<file path="config.mk">
export PLATFORM = sky130hd
export DESIGN_NAME = wk_digitizer
export DESIGN_NICKNAME = d
export VERILOG_FILES = /design/src/rtl/wk_pkg.sv /design/src/rtl/wk_gray_ctr.sv /design/src/rtl/wk_channel.sv /design/src/rtl/wk_seq.sv /design/src/rtl/wk_digitizer.sv
export SDC_FILE = /design/constraint.sdc
export NUM_CORES = 1
export LEC_CHECK = 0
export CORE_MARGIN = 10
export CORE_UTILIZATION = 49
export DETAILED_ROUTE_END_ITERATION = 10
export GPL_ROUTABILITY_DRIVEN = 0
export HOLD_SLACK_MARGIN = 0.08
export PLACE_DENSITY = 0.79
export SYNTH_ARGS = -nofsm -noshare
export SYNTH_HDL_FRONTEND = slang
export SYNTH_SLANG_ARGS = --single-unit
</file>
<file path="constraint.sdc">
create_clock -name clk -period 2.95 [get_ports clk]
set_input_delay 0.885 -clock clk [delete_from_list [all_inputs] [get_ports clk]]
set_output_delay 0.885 -clock clk [all_outputs]
set_load 0.02 [all_outputs]
</file>
<file path="src/rtl/wk_pkg.sv">
package wk_pkg;

    // Sequencer phases for one conversion sequence
    typedef enum logic [1:0] {
        ST_IDLE   = 2'd0,
        ST_SETTLE = 2'd1,
        ST_RAMP   = 2'd2,
        ST_WRITE  = 2'd3
    } wk_state_e;

endpackage

</file>
<file path="src/rtl/wk_gray_ctr.sv">
module wk_gray_ctr #(
    parameter int W = 12
) (
    input  logic         clk,
    input  logic         rst_n,
    input  logic         clr,
    input  logic         en,
    output logic [W-1:0] gray_o,
    output logic         at_max_o
);

    typedef struct packed {
        logic [W-1:0] bin;
    } ctr_t;

    ctr_t st_d, st_q;

    always_comb begin
        st_d = st_q;
        if (clr) begin
            st_d.bin = '0;
        end else if (en && !at_max_o) begin
            st_d.bin = st_q.bin + 1'b1;
        end
    end

    always_ff @(posedge clk or negedge rst_n) begin
        if (!rst_n) st_q <= '0;
        else        st_q <= st_d;
    end

    assign gray_o   = st_q.bin ^ (st_q.bin >> 1);
    assign at_max_o = &st_q.bin;

    AST_GRAY_ONE_STEP: assert property (@(posedge clk) disable iff (!rst_n)
        (en && !clr && !at_max_o) |=> ($countones(gray_o ^ $past(gray_o)) == 1))
        else $error("gray step not single bit");

    AST_HOLD_AT_TOP: assert property (@(posedge clk) disable iff (!rst_n)
        (at_max_o && !clr) |=> at_max_o)
        else $error("counter wrapped");

endmodule

</file>
<file path="src/rtl/wk_channel.sv">
module wk_channel #(
    parameter int W = 12
) (
    input  logic         clk,
    input  logic         rst_n,
    input  logic         cmp_i,
    input  logic         gain_i,
    input  logic         arm_i,
    input  logic         clr_i,
    input  logic [W-1:0] gray_i,
    output logic         hit_o,
    output logic         gain_o,
    output logic [W-1:0] code_o
);

    typedef struct packed {
        logic         s1;
        logic         s2;
        logic         hit;
        logic         gain;
        logic [W-1:0] code;
    } ch_t;

    ch_t st_d, st_q;
    logic [W-1:0] bin;

    always_comb begin
        st_d    = st_q;
        st_d.s1 = cmp_i;
        st_d.s2 = st_q.s1;
        if (clr_i) begin
            st_d.hit  = 1'b0;
            st_d.gain = 1'b0;
            st_d.code = '0;
        end else if (arm_i && st_q.s2 && !st_q.hit) begin
            st_d.hit  = 1'b1;
            st_d.gain = gain_i;
            st_d.code = gray_i;
        end
    end

    always_ff @(posedge clk or negedge rst_n) begin
        if (!rst_n) st_q <= '0;
        else        st_q <= st_d;
    end

    // Gray to binary: each binary bit is the parity of the code bits at and above it
    always_comb begin
        for (int i = 0; i < W; i++) begin
            bin[i] = ^(st_q.code >> i);
        end
    end

    assign hit_o  = st_q.hit;
    assign gain_o = st_q.gain;
    assign code_o = st_q.hit ? bin : {W{1'b1}};

    AST_CAPTURE_ONCE: assert property (@(posedge clk) disable iff (!rst_n)
        (st_q.hit && !clr_i) |=> (st_q.hit && $stable(st_q.code)))
        else $error("captured code changed");

    AST_NO_CAPTURE_UNARMED: assert property (@(posedge clk) disable iff (!rst_n)
        (!arm_i && !st_q.hit) |=> !st_q.hit)
        else $error("capture outside ramp");

endmodule

</file>
<file path="src/rtl/wk_seq.sv">
module wk_seq
    import wk_pkg::*;
#(
    parameter int COL_W      = 4,
    parameter int SETTLE_CYC = 4
) (
    input  logic             clk,
    input  logic             rst_n,
    input  logic             start_i,
    input  logic [COL_W-1:0] last_col_i,
    input  logic             all_hit_i,
    input  logic             at_max_i,
    output logic             ramp_o,
    output logic             clr_o,
    output logic             wr_o,
    output logic [COL_W-1:0] col_o,
    output logic             done_o,
    output logic             busy_o
);

    localparam int SW = (SETTLE_CYC > 1) ? $clog2(SETTLE_CYC) : 1;
    localparam logic [SW-1:0] SETTLE_LAST = SW'(SETTLE_CYC - 1);

    typedef struct packed {
        wk_state_e        st;
        logic [COL_W-1:0] col;
        logic [COL_W-1:0] last;
        logic [SW-1:0]    settle;
        logic             done;
    } seq_t;

    seq_t st_d, st_q;

    always_comb begin
        st_d      = st_q;
        st_d.done = 1'b0;
        unique case (st_q.st)
            ST_IDLE: begin
                if (start_i) begin
                    st_d.st     = ST_SETTLE;
                    st_d.col    = '0;
                    st_d.last   = last_col_i;
                    st_d.settle = '0;
                end
            end
            ST_SETTLE: begin
                if (st_q.settle == SETTLE_LAST) st_d.st = ST_RAMP;
                else                            st_d.settle = st_q.settle + 1'b1;
            end
            ST_RAMP: begin
                if (all_hit_i || at_max_i) st_d.st = ST_WRITE;
            end
            ST_WRITE: begin
                if (st_q.col == st_q.last) begin
                    st_d.st   = ST_IDLE;
                    st_d.done = 1'b1;
                end else begin
                    st_d.col    = st_q.col + 1'b1;
                    st_d.st     = ST_SETTLE;
                    st_d.settle = '0;
                end
            end
            default: st_d.st = ST_IDLE;
        endcase
    end

    always_ff @(posedge clk or negedge rst_n) begin
        if (!rst_n) st_q <= '{st: ST_IDLE, default: '0};
        else        st_q <= st_d;
    end

    assign ramp_o = (st_q.st == ST_RAMP);
    assign clr_o  = (st_q.st == ST_SETTLE);
    assign wr_o   = (st_q.st == ST_WRITE);
    assign busy_o = (st_q.st != ST_IDLE);
    assign col_o  = st_q.col;
    assign done_o = st_q.done;

    AST_WRITE_SINGLE: assert property (@(posedge clk) disable iff (!rst_n)
        wr_o |=> !wr_o)
        else $error("write longer than one cycle");

    AST_RAMP_AFTER_SETTLE: assert property (@(posedge clk) disable iff (!rst_n)
        $rose(ramp_o) |-> $past(clr_o))
        else $error("ramp without settle");

    AST_DONE_AFTER_WRITE: assert property (@(posedge clk) disable iff (!rst_n)
        done_o |-> ($past(wr_o) && !busy_o))
        else $error("done not after final write");

    AST_DONE_PULSE: assert property (@(posedge clk) disable iff (!rst_n)
        done_o |=> !done_o)
        else $error("done held");

    AST_START_IGNORED: assert property (@(posedge clk) disable iff (!rst_n)
        (busy_o && start_i && !wr_o) |=> $stable(col_o))
        else $error("start disturbed sequence");

endmodule

</file>
<file path="src/rtl/wk_digitizer.sv">
module wk_digitizer #(
    parameter int N_CH       = 36,
    parameter int CNT_W      = 12,
    parameter int N_COL      = 16,
    parameter int SETTLE_CYC = 4
) (
    input  logic                    clk,
    input  logic                    rst_n,
    input  logic                    conv_start,
    input  logic [$clog2(N_COL)-1:0] last_col,
    input  logic [N_CH-1:0]         cmp_in,
    input  logic [N_CH-1:0]         gain_hi,
    output logic                    ramp_on,
    output logic [CNT_W-1:0]        gray_cnt,
    output logic                    busy,
    output logic                    wr_en,
    output logic [$clog2(N_COL)-1:0] wr_col,
    output logic [N_CH*CNT_W-1:0]   wr_code,
    output logic [N_CH-1:0]         wr_gain,
    output logic                    conv_done
);

    localparam int COL_W = $clog2(N_COL);

    logic            ctr_clr;
    logic            at_max;
    logic [N_CH-1:0] hits;
    logic            all_hit;

    assign all_hit = &hits;

    wk_seq #(
        .COL_W      (COL_W),
        .SETTLE_CYC (SETTLE_CYC)
    ) u_seq (
        .clk        (clk),
        .rst_n      (rst_n),
        .start_i    (conv_start),
        .last_col_i (last_col),
        .all_hit_i  (all_hit),
        .at_max_i   (at_max),
        .ramp_o     (ramp_on),
        .clr_o      (ctr_clr),
        .wr_o       (wr_en),
        .col_o      (wr_col),
        .done_o     (conv_done),
        .busy_o     (busy)
    );

    wk_gray_ctr #(
        .W (CNT_W)
    ) u_ctr (
        .clk      (clk),
        .rst_n    (rst_n),
        .clr      (ctr_clr),
        .en       (ramp_on),
        .gray_o   (gray_cnt),
        .at_max_o (at_max)
    );

    for (genvar c = 0; c < N_CH; c++) begin : g_ch
        wk_channel #(
            .W (CNT_W)
        ) u_ch (
            .clk    (clk),
            .rst_n  (rst_n),
            .cmp_i  (cmp_in[c]),
            .gain_i (gain_hi[c]),
            .arm_i  (ramp_on),
            .clr_i  (ctr_clr),
            .gray_i (gray_cnt),
            .hit_o  (hits[c]),
            .gain_o (wr_gain[c]),
            .code_o (wr_code[c*CNT_W +: CNT_W])
        );
    end

    AST_ALL_HIT_ENDS: assert property (@(posedge clk) disable iff (!rst_n)
        (ramp_on && all_hit) |=> wr_en)
        else $error("ramp continued after all captures");

endmodule

</file>
==> metrics.md <==
| Metric | Value |
|---|---|
| Post-layout util | 71.6% |
| Die area | 76000 um^2 |
| Final cell count without fillers | 5215 |
| Internal power | 22.4 mW |
| Clock Latency Late Sink | 0.62 ns |
| Commonest cells post-synth | nand2_1 (1286), dfrtp_1 (601), a21oi_1 (479) |
| Syn-to-layout area delta | 44.3% |
| Switching part of the total power | 43.7% |
| Placed cell count | 4996 |
| IO Pins | 567 |
| Synth area leaders | dfrtp_1 (47%), nand2_1 (15%), a21oi_1 (7.5%), xnor2_1 (7.1%), xnor3_2 (4.3%) |
| Max-cap violation count | 0 |
| Slew headroom | 36.9% |
| Post-cts hold buffer count | 0 |
| Leak | 21.1 nW |
| Outcome | finished with violations |
| Post-synth design cell area | 32000 um^2 |
| DP HPWL | 72700 um |
| Vias in the first global route | 28300 |
| Main synth FF type | dfrtp_1 |
| Final Hold Viols | 0 |
| Final Cycle Share | 124% |
| Worst Path Max Fanout | 3 |
| Largest net degree at the start of global routing | 139 |
| Die H | 276 um |
| Final Critical Period | 3.65 ns |
| Post-synthesis instance total | 3471 |
| Most common cell in the synthesized netlist | nand2_1 |
| Number of DRC markers in iteration 0 | 2488 |
| Mapped Nets | 3568 |
| Clock Tree Root | clkbuf_16 |
| Crit start category | register |
| Number of synthesized flops with an enable pin | 0 |
| First-pass GRT wire length | 168000 um |
| RSZ-0062 raised after global routing | true |
| Final worst slack | -0.702 ns |
| Aggregate global-route resource usage | 28.5% |
| Reg clk slew, reported paths | 0.07 ns |
| Final setup viols | 307 |
| Slowest cell on the critical path | xor3_2 |
| Peak Freq | 274 MHz |
| Synth cell types | 40 |
| TritonCTS buffer count | 61 |
| Initial Utilization | 49.6% |
| Initial antenna violation count | 7 |
| Clock network power share | 21.1% |
| Largest delay share family, worst path | XOR/XNOR gates |
| Layout Nets | 4407 |
| Biggest cell delay along the critical path | 0.46 ns |
| Power per cell area | 862 nW/um^2 |
| Worst-Margin Slew | 0.943 ns |
| CORE AREA | 64600 um^2 |
| Crit path cell chain | xor3_2 -> xnor3_1 -> xnor3_2 -> xor2_4 -> xor2_1 -> nand2_2 -> buf_6 |
| Number of port buffers | 566 |
| Vias per cell | 5.53 |
| Max-slew violations | 0 |
| CTS tree | yes |
| Die X-Extent | 276 um |
| R2R setup slack | 0.41 ns |
| DRT Wirelength | 117000 um |
| Synth Area per Inst | 9.23 um^2 |
| Routed Antenna Nets | 0 |
| Maximum root-to-sink buffer count | 3 |
| Combinational power share | 51.7% |
| Crit path required time | 2.07 ns |
| Post-placement cell area | 40700 um^2 |
| Crit path DAT | 2.77 ns |
| Final Cell Area | 46200 um^2 |
| Post-synth top area cell | dfrtp_1 |
| Layout cells sized above 1 | 32.7% |
| Post-route DRC violation count | 0 |
| Yosys top cell area share | 46.9% |
| FP Rows | 93 |
| Seq pwr share | 27.2% |
| Seq/Total Area, Yosys | 46.9% |
| Grt total ovfl | 0 |
| Register bit total from synthesis | 601 |
| Failing checks | setup timing |
| Crit path buf inv count | 1 |
| TritonRoute pass-1 iters | 6 |
| Via count | 28800 |
| CTS Sinks | 601 |
| WL/cell | 22.4 um |
| Peak VDD IR | 0.000633 V |
| CP Capture Type | output port |
| Hold crit path type | in -> async |
| Hold_ws | 0.225 ns |
| Synth warn | 0 |
| Post-synth ARST share | 100% |
| Clk_skew | 0.0149 ns |
| Psw | 17.4 mW |
| H-tree Lvls | 2 |
| Post-place setup slack | -0.572 ns |
| Worst Setup Path Type | reg -> out |
## worst reg2reg max path, cell delays in order, from the launching register on
cell and delay (ns):
dfrtp_1 0.63, nand4_1 0.32, nor4_1 0.35, nand3_1 0.21, a221oi_1 0.53, mux2_2 0.39
## power by group through the flow
stage,logic [mW],clock network [mW],registers (mW)
after global routing,21.6,8.81,11.0
after global placement,18.9,0,10.8
final,20.6,8.40,10.9
after CTS,19.5,8.46,10.7
after detailed placement,19.1,0,10.8
after floorplan,10.4,0,10.1
## final cells by class
cell class | count | area [um^2]
sequential | 601 | 15100
antenna | 3 | 7.51
timing repair buffer | 1038 | 9970
clock buffer | 81 | 1720
clock inverter | 29 | 434
fill | 4196 | 18400
inverter | 10 | 37.5
multi-input combinational | 2598 | 17900
tap | 855 | 1070
## cell families (layout without fill, tap and decap cells)
logic type | after synthesis | in the layout | share of synthesized area (%)
buf+inv | 272 | 1158 | 3.67
flops | 601 | 601 | 46.9
fa+ha+maj | 18 | 18 | 0.703
xor+xnor | 520 | 520 | 20.8
mux | 7 | 7 | 0.238
simple gates | 1530 | 1530 | 19.1
other cells | 0 | 3 | 0
compound gates | 523 | 523 | 8.60
## final timing paths
| check | from | to | depth (start not counted) |
|---|---|---|---|
| worst max register to register | g_ch[19].u_ch.hit_o$_DFFE_PN0P_ | u_seq.st_q[11]$_DFFE_PN0P_ | 5 |
| worst min register to register | g_ch[24].u_ch.st_d[14]$_DFF_PN0_ | g_ch[24].u_ch.st_q[14]$_DFF_PN0_ | 0 |
| worst min-delay path | rst_n | g_ch[34].u_ch.st_q[0]$_DFFE_PN0P_ | 1 |
| min in group clk | g_ch[24].u_ch.st_d[14]$_DFF_PN0_ | g_ch[24].u_ch.st_q[14]$_DFF_PN0_ | 0 |
| max in group asynchronous | rst_n | g_ch[0].u_ch.hit_o$_DFFE_PN0P_ | 2 |
| worst max-delay path | g_ch[33].u_ch.st_q[9]$_DFFE_PN0P_ | wr_code[397] | 7 |
## per-stage QoR
stage               setup TNS [ns]  power (mW)
global route               -132.65        41.4
CTS                        -105.98        38.7
detailed placement          -62.17        29.9
finish                     -107.84        39.9
floorplan                        0        20.5
global placement            -55.54        29.7
## repair_timing
item	4_1_cts	5_1_grt
endpoints found under the hold margin	0	0
pin swaps	180	133
endpoints found under the setup margin	416	343
cloned	0	0
setup buffers	46	103
gates resized for setup	2081	393
## cell usage in the layout (no fill, tap or decap), types with 43 or more instances in the layout
cell	instances
nand2_1	1163
dfrtp_1	581
a21oi_1	479
buf_6	417
buf_4	339
xnor2_1	150
clkdlybuf4s50_1	149
xnor2_2	104
nand2_2	99
nor2_1	92
xnor3_2	90
xor2_1	81
clkbuf_16	61
dlygate4sd2_1	59
nand2b_1	43
## registers in the layout (all words and copies together), names as in the netlist
signal	flops
g_ch.u_ch.gain_o	36
g_ch.u_ch.hit_o	36
g_ch.u_ch.st_d	36
g_ch.u_ch.st_q	468
u_ctr.st_q	12
u_seq.col_o	4
u_seq.done_o	1
u_seq.st_q	8
## routing by layer
metal | part of all wire, % | vias to the layer above | track usage, % | routed length [um]
met1 | 37 | 14300 | 35.0 | 43200
met5 | 0.036 | - | 0 | 42
met4 | 5.3 | 6 | 12.5 | 6130
met2 | 49 | 1414 | 47.9 | 57600
li1 | - | 12700 | - | -
met3 | 8.3 | 366 | 6.25 | 9720
Power figures use the tool's default switching activity.
